--- config.mk ---
export PLATFORM = sky130hd
export DESIGN_NAME = kp_arbiter
export DESIGN_NICKNAME = d
export VERILOG_FILES = /design/src/rtl/kp_pkg.sv /design/src/rtl/kp_scan.sv /design/src/rtl/kp_satcnt.sv /design/src/rtl/kp_fsm.sv /design/src/rtl/kp_arbiter.sv
export SDC_FILE = /design/constraint.sdc
export NUM_CORES = 1
export LEC_CHECK = 0
export ABC_AREA = 1
export BUFFER_PORTS_ARGS = -buffer_cell sky130_fd_sc_hd__buf_2
export CAP_MARGIN = 20
export CORE_UTILIZATION = 45
export DETAILED_ROUTE_END_ITERATION = 8
export PLACE_DENSITY = 0.64
export SLEW_MARGIN = 10
export SYNTH_ARGS = -nofsm -noshare
export SYNTH_HDL_FRONTEND = slang
export SYNTH_SLANG_ARGS = --single-unit
--- constraint.sdc ---
create_clock -name clk -period 91 [get_ports clk]
set_input_delay 18.2 -clock clk [delete_from_list [all_inputs] [get_ports clk]]
set_output_delay 18.2 -clock clk [all_outputs]
set_load 0.01 [all_outputs]
--- src/rtl/kp_pkg.sv ---
// Package: shared types and the data-code former for the keypad arbiter.
// Assumes key indices fit in 6 bits (at most 64 keys).
package kp_pkg;
    localparam int KP_IDX_W  = 6;
    localparam int KP_CODE_W = 8;

    typedef enum logic [2:0] {
        ST_IDLE,
        ST_ARM,
        ST_SEND,
        ST_DUAL,
        ST_HALT,
        ST_BLOCK
    } kp_state_e;

    // Build the 8-bit code: {~sel, ~half, dual, low five index bits}.
    function automatic logic [KP_CODE_W-1:0] kp_form_code(
        input logic [KP_IDX_W-1:0] idx,
        input logic                dual,
        input logic                sel_hi
    );
        return {~sel_hi, ~idx[KP_IDX_W-1], dual, idx[4:0]};
    endfunction
endpackage

--- src/rtl/kp_scan.sv ---
// kp_scan: combinational survey of the key vector.
// It gives the number of keys down (the count saturates at 3), the lowest
// key index down, the lowest key index down other than the tracked first
// key, and whether the tracked first and mate keys are still held.
// Assumes NKEYS <= 64.
module kp_scan #(
    parameter int NKEYS = 64,
    parameter int IDX_W = 6
) (
    input  logic [NKEYS-1:0] keys,
    input  logic [IDX_W-1:0] first_idx,
    input  logic [IDX_W-1:0] mate_idx,
    output logic [1:0]       count,
    output logic [IDX_W-1:0] low_idx,
    output logic [IDX_W-1:0] other_idx,
    output logic             first_held,
    output logic             mate_held
);
    localparam int SPAN = 1 << IDX_W;

    logic [NKEYS-1:0] others;
    logic [SPAN-1:0]  padded;

    // One mask bit per key: the key is down and is not the tracked first key.
    for (genvar g = 0; g < NKEYS; g++) begin : g_mask
        assign others[g] = keys[g] && (first_idx != IDX_W'(g));
    end

    // Zero-extend the key vector so any index can be looked up safely.
    assign padded = SPAN'(keys);

    // Saturating population count (0, 1, 2, 3-or-more).
    always_comb begin
        count = 2'd0;
        for (int i = 0; i < NKEYS; i++) begin
            if (keys[i] && count != 2'd3) count = count + 2'd1;
        end
    end

    // Lowest index among all keys down and among the other keys.
    always_comb begin
        low_idx   = '0;
        other_idx = '0;
        for (int i = NKEYS - 1; i >= 0; i--) begin
            if (keys[i])   low_idx   = IDX_W'(i);
            if (others[i]) other_idx = IDX_W'(i);
        end
    end

    // Presence of the two tracked keys.
    always_comb begin
        first_held = padded[first_idx];
        mate_held  = padded[mate_idx];
    end
endmodule

--- src/rtl/kp_satcnt.sv ---
// kp_satcnt: tick counter with synchronous clear and saturation at MAXV.
// Clear has priority over increment. Assumes W is wide enough for MAXV + 1.
module kp_satcnt #(
    parameter int MAXV = 126,
    parameter int W    = 8
) (
    input  logic         clk,
    input  logic         rst_n,
    input  logic         clr,
    input  logic         inc,
    output logic [W-1:0] value
);
    // Count up on request, hold at the ceiling, reset to zero.
    always_ff @(posedge clk) begin
        if (!rst_n || clr)                    value <= '0;
        else if (inc && value != W'(MAXV))    value <= value + W'(1);
    end
endmodule

--- src/rtl/kp_fsm.sv ---
// kp_fsm: arbitration state machine, evaluated only on millisecond ticks.
// It tracks the first key and the combination mate, and requests a frame
// (fire) together with the index and the dual flag to encode.
// Assumes the age and repeat counters are driven by its clr/inc outputs.
module kp_fsm
    import kp_pkg::*;
#(
    parameter int IDX_W       = 6,
    parameter int AGE_W       = 8,
    parameter int REP_W       = 8,
    parameter int ARM_MS      = 36,
    parameter int LATE_MS     = 126,
    parameter int REP_MS      = 108,
    parameter int SPECIAL_KEY = 20,
    parameter int PARTNER_LO  = 21,
    parameter int PARTNERS    = 3
) (
    input  logic             clk,
    input  logic             rst_n,
    input  logic             tick,
    input  logic             cont_mode,
    input  logic [1:0]       count,
    input  logic [IDX_W-1:0] low_idx,
    input  logic [IDX_W-1:0] other_idx,
    input  logic             first_held,
    input  logic             mate_held,
    input  logic [AGE_W-1:0] age,
    input  logic [REP_W-1:0] rep,
    output kp_state_e        state,
    output logic [IDX_W-1:0] first_idx,
    output logic [IDX_W-1:0] mate_idx,
    output logic             age_clr,
    output logic             age_inc,
    output logic             rep_clr,
    output logic             rep_inc,
    output logic             fire,
    output logic             fire_dual,
    output logic [IDX_W-1:0] fire_idx
);
    localparam logic [IDX_W-1:0] SPEC_I = IDX_W'(SPECIAL_KEY);
    localparam logic [IDX_W-1:0] PLO_I  = IDX_W'(PARTNER_LO);
    localparam logic [IDX_W-1:0] PHI_I  = IDX_W'(PARTNER_LO + PARTNERS - 1);

    kp_state_e        st_d;
    logic [IDX_W-1:0] first_d, mate_d;
    logic             arm_due, late, rep_due, combo_ok;

    // Window and period decisions taken from the counters.
    always_comb begin
        arm_due  = (age + AGE_W'(1)) == AGE_W'(ARM_MS);
        late     = (age + AGE_W'(1)) >= AGE_W'(LATE_MS);
        rep_due  = (rep + REP_W'(1)) == REP_W'(REP_MS);
        combo_ok = (first_idx == SPEC_I) && (other_idx >= PLO_I)
                   && (other_idx <= PHI_I) && !cont_mode;
    end

    // Next-state and counter-control logic.
    always_comb begin
        st_d      = state;
        first_d   = first_idx;
        mate_d    = mate_idx;
        age_clr   = 1'b0;
        age_inc   = 1'b0;
        rep_clr   = 1'b0;
        rep_inc   = 1'b0;
        fire      = 1'b0;
        fire_dual = 1'b0;
        fire_idx  = first_idx;
        if (tick) begin
            unique case (state)
                ST_IDLE: begin
                    age_clr = 1'b1;
                    rep_clr = 1'b1;
                    if (count == 2'd1) begin
                        first_d = low_idx;
                        st_d    = ST_ARM;
                    end
                end
                ST_ARM: begin
                    if (count == 2'd0)      st_d = ST_IDLE;
                    else if (count != 2'd1) st_d = ST_BLOCK;
                    else if (!first_held) begin
                        first_d = low_idx;
                        age_clr = 1'b1;
                    end else if (arm_due) begin
                        fire    = 1'b1;
                        age_inc = 1'b1;
                        rep_clr = 1'b1;
                        st_d    = ST_SEND;
                    end else begin
                        age_inc = 1'b1;
                    end
                end
                ST_SEND: begin
                    if (count == 2'd0)      st_d = ST_IDLE;
                    else if (count == 2'd3) st_d = ST_BLOCK;
                    else if (count == 2'd2) begin
                        if (first_held && late && combo_ok) begin
                            mate_d    = other_idx;
                            fire      = 1'b1;
                            fire_dual = 1'b1;
                            fire_idx  = other_idx;
                            rep_clr   = 1'b1;
                            st_d      = ST_DUAL;
                        end else begin
                            st_d = ST_HALT;
                        end
                    end else if (!first_held) begin
                        first_d = low_idx;
                        age_clr = 1'b1;
                        st_d    = ST_ARM;
                    end else begin
                        age_inc = 1'b1;
                        if (rep_due) begin
                            fire    = 1'b1;
                            rep_clr = 1'b1;
                        end else begin
                            rep_inc = 1'b1;
                        end
                    end
                end
                ST_DUAL: begin
                    if (count == 2'd0)      st_d = ST_IDLE;
                    else if (count == 2'd3) st_d = ST_BLOCK;
                    else if (count == 2'd2 && first_held && mate_held && !cont_mode) begin
                        if (rep_due) begin
                            fire      = 1'b1;
                            fire_dual = 1'b1;
                            fire_idx  = mate_idx;
                            rep_clr   = 1'b1;
                        end else begin
                            rep_inc = 1'b1;
                        end
                    end else begin
                        st_d = ST_HALT;
                    end
                end
                ST_HALT: begin
                    if (count == 2'd0)      st_d = ST_IDLE;
                    else if (count == 2'd3) st_d = ST_BLOCK;
                end
                default: begin
                    if (count == 2'd0) st_d = ST_IDLE;
                end
            endcase
        end
    end

    // State and tracked-key registers.
    always_ff @(posedge clk) begin
        if (!rst_n) begin
            state     <= ST_IDLE;
            first_idx <= '0;
            mate_idx  <= '0;
        end else begin
            state     <= st_d;
            first_idx <= first_d;
            mate_idx  <= mate_d;
        end
    end
endmodule

--- src/rtl/kp_arbiter.sv ---
// kp_arbiter: top of the keypad arbiter. It joins the key survey, the two
// tick counters and the state machine, and registers the frame request,
// the hold level and the data code.
// Assumes keys_down is debounced and ms_tick is a one-cycle pulse.
module kp_arbiter
    import kp_pkg::*;
#(
    parameter int NKEYS       = 64,
    parameter int ARM_MS      = 36,
    parameter int LATE_MS     = 126,
    parameter int REP_MS      = 108,
    parameter int SPECIAL_KEY = 20,
    parameter int PARTNER_LO  = 21,
    parameter int PARTNERS    = 3
) (
    input  logic                 clk,
    input  logic                 rst_n,
    input  logic                 ms_tick,
    input  logic [NKEYS-1:0]     keys_down,
    input  logic                 sel_level,
    input  logic                 cont_mode,
    output logic                 frame_start,
    output logic                 frame_hold,
    output logic [KP_CODE_W-1:0] data_code
);
    localparam int IDX_W = KP_IDX_W;
    localparam int AGE_W = $clog2(LATE_MS + 2);
    localparam int REP_W = $clog2(REP_MS + 2);

    logic [1:0]       count;
    logic [IDX_W-1:0] low_idx, other_idx, first_idx, mate_idx, fire_idx;
    logic             first_held, mate_held;
    logic             age_clr, age_inc, rep_clr, rep_inc, fire, fire_dual;
    logic [AGE_W-1:0] age;
    logic [REP_W-1:0] rep;
    kp_state_e        state;

    kp_scan #(.NKEYS(NKEYS), .IDX_W(IDX_W)) u_scan (
        .keys       (keys_down),
        .first_idx  (first_idx),
        .mate_idx   (mate_idx),
        .count      (count),
        .low_idx    (low_idx),
        .other_idx  (other_idx),
        .first_held (first_held),
        .mate_held  (mate_held)
    );

    kp_satcnt #(.MAXV(LATE_MS), .W(AGE_W)) u_age (
        .clk (clk), .rst_n (rst_n), .clr (age_clr), .inc (age_inc), .value (age)
    );

    kp_satcnt #(.MAXV(REP_MS), .W(REP_W)) u_rep (
        .clk (clk), .rst_n (rst_n), .clr (rep_clr), .inc (rep_inc), .value (rep)
    );

    kp_fsm #(
        .IDX_W (IDX_W), .AGE_W (AGE_W), .REP_W (REP_W),
        .ARM_MS (ARM_MS), .LATE_MS (LATE_MS), .REP_MS (REP_MS),
        .SPECIAL_KEY (SPECIAL_KEY), .PARTNER_LO (PARTNER_LO), .PARTNERS (PARTNERS)
    ) u_fsm (
        .clk        (clk),
        .rst_n      (rst_n),
        .tick       (ms_tick),
        .cont_mode  (cont_mode),
        .count      (count),
        .low_idx    (low_idx),
        .other_idx  (other_idx),
        .first_held (first_held),
        .mate_held  (mate_held),
        .age        (age),
        .rep        (rep),
        .state      (state),
        .first_idx  (first_idx),
        .mate_idx   (mate_idx),
        .age_clr    (age_clr),
        .age_inc    (age_inc),
        .rep_clr    (rep_clr),
        .rep_inc    (rep_inc),
        .fire       (fire),
        .fire_dual  (fire_dual),
        .fire_idx   (fire_idx)
    );

    // Hold is high while the arbiter is in a transmitting state.
    assign frame_hold = (state == ST_SEND) || (state == ST_DUAL);

    // Register the frame request and the code that goes with it.
    always_ff @(posedge clk) begin
        if (!rst_n) begin
            frame_start <= 1'b0;
            data_code   <= '0;
        end else begin
            frame_start <= fire;
            if (fire) data_code <= kp_form_code(fire_idx, fire_dual, sel_level);
        end
    end
endmodule

After elaboration in Yosys (flattened, before gate mapping)
Cells that the tools add are included.
Widths: inputs -> output; s select.
{"block": "op_classes", "addsub": 65, "n_lt_le_gt_ge": 5, "n_eq_ne": 150, "mux": 279, "bitwise_logic": 4, "reduce_logical": 150}
{"op": "$mux 6", "n": 144}
{"op": "$ne 6x6->1 const B", "n": 32}
{"op": "$logic_and 1x1->1", "n": 137}
{"op": "$ne 2x2->1 const B", "n": 68}
{"op": "$add 2x1->2 const B", "n": 63}
{"op": "$mux 2", "n": 63}
{"op": "$ne 6x5->1 const B", "n": 16}
{"op": "$mux 3", "n": 16}
{"op": "$ne 6x4->1 const B", "n": 8}
{"op": "$mux 1", "n": 45}
{"op": "$ne 6x3->1 const B", "n": 4}
{"op": "$pmux 6 s3", "n": 1}
{"op": "$reduce_and 8->1", "n": 2}
{"op": "$pmux 3 s5", "n": 1}
{"op": "$add 7x1->7 const B", "n": 2}
{"op": "$lt 6x7->1 const B", "n": 2}
{"op": "$ne 7x7->1 const B", "n": 2}
{"op": "$bmux 1 s6", "n": 2}
{"op": "$ne 6x2->1 const B", "n": 2}
{"op": "$pmux 6 s2", "n": 1}
{"op": "$reduce_bool 6->1", "n": 2}
{"op": "$ne 4x1->1 const B", "n": 2}
{"op": "$eq 7x6->1 const B", "n": 1}
{"op": "$eq 7x7->1 const B", "n": 1}
{"op": "24 further kinds", "n": 36}
{"block": "totals", "register_bits": 38, "in_bits": 69, "out_inout_bits": 10}

Logic depth before layout (Yosys ltp)
{"block": "logic_depth", "word_depth": 200, "ltp_mapped": 357, "mapped_depth_nobuf": 356}

Hierarchy
From an unflattened synthesis, not the netlist that was laid out.
{"block": "unflattened", "cells_unflattened": 1774, "hier_area_um2": 9698.1}
{"module": "kp_scan", "instances": 1, "cells_each": 1320, "area_each_um2": 6915.4, "seq_area_each_um2": 0.0}
{"module": "kp_fsm", "instances": 1, "cells_each": 273, "area_each_um2": 1531.5, "seq_area_each_um2": 300.3}
{"module": "kp_satcnt at u_rep", "instances": 1, "cells_each": 64, "area_each_um2": 419.2, "seq_area_each_um2": 140.1}
{"module": "kp_satcnt at u_age", "instances": 1, "cells_each": 63, "area_each_um2": 416.6, "seq_area_each_um2": 140.1}
{"module": "kp_arbiter", "instances": 1, "cells_each": 54, "area_each_um2": 415.4, "seq_area_each_um2": 180.2}

Least setup slack after synthesis
No wires, ideal clock.
{"block": "synth_timing", "path_type": "input to register", "from": "input port keys_down[1]", "to": "register data_code[7]", "arrival_ns": 64.594, "required_time_ns": 90.914, "slack_ns": 26.320, "cell_stages": 356, "n_path_buf": 1, "path_cell_list": "inv_1 -> ha_1 -> inv_1 -> nand2_2 -> nand2_1 -> o21ai_1 -> ha_1 -> inv_1 -> nand2_2 -> clkinv_1 -> nand3_1 -> nand2_1 -> ha_1 -> nor2_4 -> inv_2 -> nor2_1 -> a31oi_1 -> ha_1 -> (+320 left out) -> ha_1 -> nor2_1 -> inv_1 -> nand3_1 -> nand2_1 -> ha_1 -> nor2_1 -> nand4_1 -> nor2_1 -> inv_2 -> nor2_1 -> a31oi_1 -> nand2_1 -> o211ai_1 -> inv_2 -> clkbuf_1 -> nor2_1 -> a211oi_1"}
{"block": "synth_via", "elab_chain_cells": 197, "elab_cells_between_ends": 284, "cone_classes": "add/sub (62); order compare (2); eq/ne (65); mux (82); reduce/logical (73)"}
{"element": "start: declaration", "line_no": "kp_arbiter.sv:19", "text": "input logic [NKEYS-1:0] keys_down,"}
{"element": "branches (longest 195 deep; another with $add 2x1->2)"}
{"element": "$pmux 1 s3 *", "line_no": "kp_fsm.sv:70", "text": "unique case (state)"}
{"element": "$mux 1 *", "line_no": "kp_fsm.sv:69", "text": "if (tick) begin"}
{"element": "end signal: assignment", "line_no": "kp_arbiter.sv:95", "text": "if (fire) data_code <= kp_form_code(fire_idx, fire_dual, sel_level);"}
{"element": "end: declaration", "line_no": "kp_arbiter.sv:24", "text": "output logic [KP_CODE_W-1:0] data_code"}
Mark *: on every way between the ends. The select of a mux whose other input is x is not followed.
A chain may end at the register's enable or synchronous reset.

Worst setup path after layout
{"block": "layout_timing", "from": "input port keys_down[1]", "to": "register data_code[0]"}
{"block": "layout_via", "elab_chain_cells": 197, "elab_cells_between_ends": 293, "cone_classes": "add/sub (62); order compare (2); eq/ne (65); mux (91); reduce/logical (73)"}
{"element": "branches (longest 197 deep; another with $add 2x1->2)"}
Several ways; the timed one is not identified. The select of a mux whose other input is x is not followed.

==> impl_metrics.tcl <==
set metrics [dict create \
    numClockSinks 38 \
    vias_per_cell 5.64 \
    synth.distinct_cells 47 \
    grt_pass1_vias 9931 \
    num_io_pins 79 \
    global_route.usage.total 0.260 \
    cts_setup_buffers 0 \
    cpPeakStageDelay_ps 330 \
    critPathLaunchType "primary input" \
    worstPathArrival_ps 69450 \
    cts_max_path_buffers 2 \
    tightestPinTransition_ps 933 \
    ant_nets 0 \
    synth_seq_cells 38 \
    async_reset_ff_frac 0 \
    path_max_fanout 11 \
    post_route_cells_drive_above_1_share 0.198 \
    multi_input_area_sq_mm 0.00745 \
    post_cts.resized_instances 0 \
    yosysWarningCount 0 \
    achievable-frequency_mhz 14.4 \
    synth-main-ff-cell "dfxtp_1" \
    tightest_slew_margin_relative_to_the_limit 0.377 \
    dpl.hpwl_um 22900 \
    drt-wirelength-per-cell_um 14.6 \
    cts_tree "built" \
    grt_max_degree 36 \
    worstPathRequired_ps 91210 \
    synth_nets 1765 \
    grt_antenna_before_repair 0 \
    route.layer.met1.wl_um 12900 \
    worstSkewPairLatency_ps 280 \
    finalMaxSlewViolations 0 \
    fill_cells 2187 \
    fp.dieH_um 147 \
    final_common_cell "nand2_1" \
    gpl.final_weighted_congestion 0.960 \
    numPortBuffers 78 \
    cts_root_buf "clkbuf_16" \
    critPathCaptureType "flip-flop" \
    finalClockSkew_ps 4.49 \
    min_path_type "reg2reg" \
    layout_common_cells "nand2_1 (349), nand3_1 (198), inv_1 (169)" \
    detail_route.iter0.violations 818 \
    cts.clk_slew.worst_paths_ps 60 \
    core-area_sq_mm 0.0204 \
    finalSetupViolCount 0 \
    vias 11000 \
    setup_repair_after_global_routing_missed_its_margin "no" \
    post_dp_cell_area_sq_mm 0.0101 \
    grt_overflow_total 0 \
    totalNegativeSetupSlack_ps 0 \
    cts-hold-fix-buffers 0 \
    synthToLayoutAreaGrowth_pct 8.31 \
    n_antenna_cell 0 \
    yosysSeqAreaShare 0.0801 \
    postLayoutCellArea_sq_mm 0.0103 \
    synthesis.area_sq_mm 0.00949 \
    routed_wl_um 28500 \
    period_needed_ps 69240 \
    timing.critical_path.mode_cell "inv_1" \
    drt_first_pass_iters 8 \
    regArea_sq_um 761 \
    die_footprint_sq_mm 0.0217 \
    initial_core_util 0.465 \
    criticalPathCategory "in2reg" \
    timing_hold_violations_final 0 \
    max-cap-violations 0 \
    syn_area_per_cell_sq_um 5.85 \
    h-tree-depth 2 \
    netlist_instances 1623 \
    detailed_route_drc_error_count 0 \
    detailroute.wirelength.met3_um 2260 \
    nNetsFinal 1826 \
    fp.dieW_um 147 \
    cpMaxStageDelayCell "nor2_1" \
    wl_met2_um 12700 \
    top_signal_layer_used "met4" \
    num_rows 52 \
    synth_enable_flop_cells 0 \
    outcome "complete, no violations" \
    min_period_over_period 0.761 \
    grt_pass1_wl_um 46900 \
    cts_buffers 5 \
]
cell usage after synthesis, types with 3 or more instances:
| master | instances | area, sq um |
|---|---|---|
| a211oi_1 | 11 | 82.6 |
| nor2_4 | 7 | 78.8 |
| nor2_1 | 145 | 544 |
| o21ai_1 | 27 | 135 |
| inv_1 | 169 | 634 |
| dfxtp_1 | 38 | 761 |
| nand4_1 | 9 | 56.3 |
| o221ai_1 | 16 | 140 |
| a22o_1 | 4 | 35.0 |
| nand3_2 | 52 | 521 |
| or2_2 | 32 | 200 |
| nor2_2 | 22 | 138 |
| nand3_1 | 198 | 991 |
| nand2_1 | 349 | 1310 |
| a22oi_1 | 19 | 143 |
| o21ai_0 | 125 | 626 |
| nor2_8 | 7 | 140 |
| clkbuf_1 | 28 | 105 |
| a31oi_1 | 15 | 93.8 |
| inv_2 | 38 | 143 |
| bufinv_8 | 22 | 385 |
| nand2_2 | 64 | 400 |
| xor2_1 | 6 | 52.6 |
| a221oi_1 | 4 | 35.0 |
| a21oi_1 | 84 | 420 |
| ha_1 | 73 | 913 |
| clkinv_1 | 3 | 11.3 |
| nor4_1 | 10 | 62.6 |
| o211ai_1 | 4 | 30.0 |
| nor3_1 | 11 | 55.1 |
| and2_1 | 10 | 62.6 |
worst max-delay path: cells and delay by family:
family                     cells  cell delay [ps]
buffers and inverters         97            10660
AOI/OAI and AO/OA             12             1350
and+or+nand+nor              182            26790
adders and majority gates     63            12450
per-stage QoR:
step                      setup WS [ps]  utilization  hold WS [ps]  instances
after floorplan                   26320            -           449       1623
after detailed placement          21570        0.497           463       1947
after global routing              16700        0.503           485       1954
after CTS                         21730        0.503           474       1954
after global placement            22670        0.497           463       1947
final                             21760        0.503           472       1954
routing by layer:
metal  GRT usage  vias to the layer above
li1            -                     5581
met1       0.355                     4984
met2       0.432                      400
met3      0.0335                       52
met4      0.0608                        0
met5           0                        -
path summary, 6_finish.rpt:
check	startpoint	to	slack, ps	cells past startpoint
setup / recovery	keys_down[1]	data_code[0]	21760	354
hold / removal	data_code[5]	data_code[5]	470	2
setup reg to reg	u_fsm.first_idx[3]	data_code[0]	85240	68
hold reg to reg	data_code[5]	data_code[5]	470	2
kinds of logic (layout without fill, tap and decap cells):
family | Yosys count | in the layout | synth area share
AOI/OAI and AO/OA | 324 | 324 | 0.197
xor gates and xnor gates | 8 | 8 | 0.00738
DFF | 38 | 38 | 0.0801
and+or+nand+nor | 920 | 920 | 0.485
adders and majority gates | 73 | 73 | 0.0962
buffers and inverters | 260 | 321 | 0.135
sequential cells by signal, summed over array words and instances, names as in the netlist:
register	cells
u_age.value	7
u_fsm.mate_idx	6
u_fsm.state	3
frame_start	1
u_rep.value	7
u_fsm.first_idx	6
data_code	8
area by class of cell:
cell class / count / area share
Clock buffer: 5 / 0.0122
Clock inverter: 2 / 0.000974
Inverter: 232 / 0.114
Multi-Input combinational cell: 1325 / 0.725
Sequential cell: 38 / 0.0740
Tap cell: 270 / 0.0329
Timing Repair Buffer: 82 / 0.0409
Power is left out: the tool's default activity adds up to more than one toggle a clock period on the data nets, which glitch-free logic cannot reach.
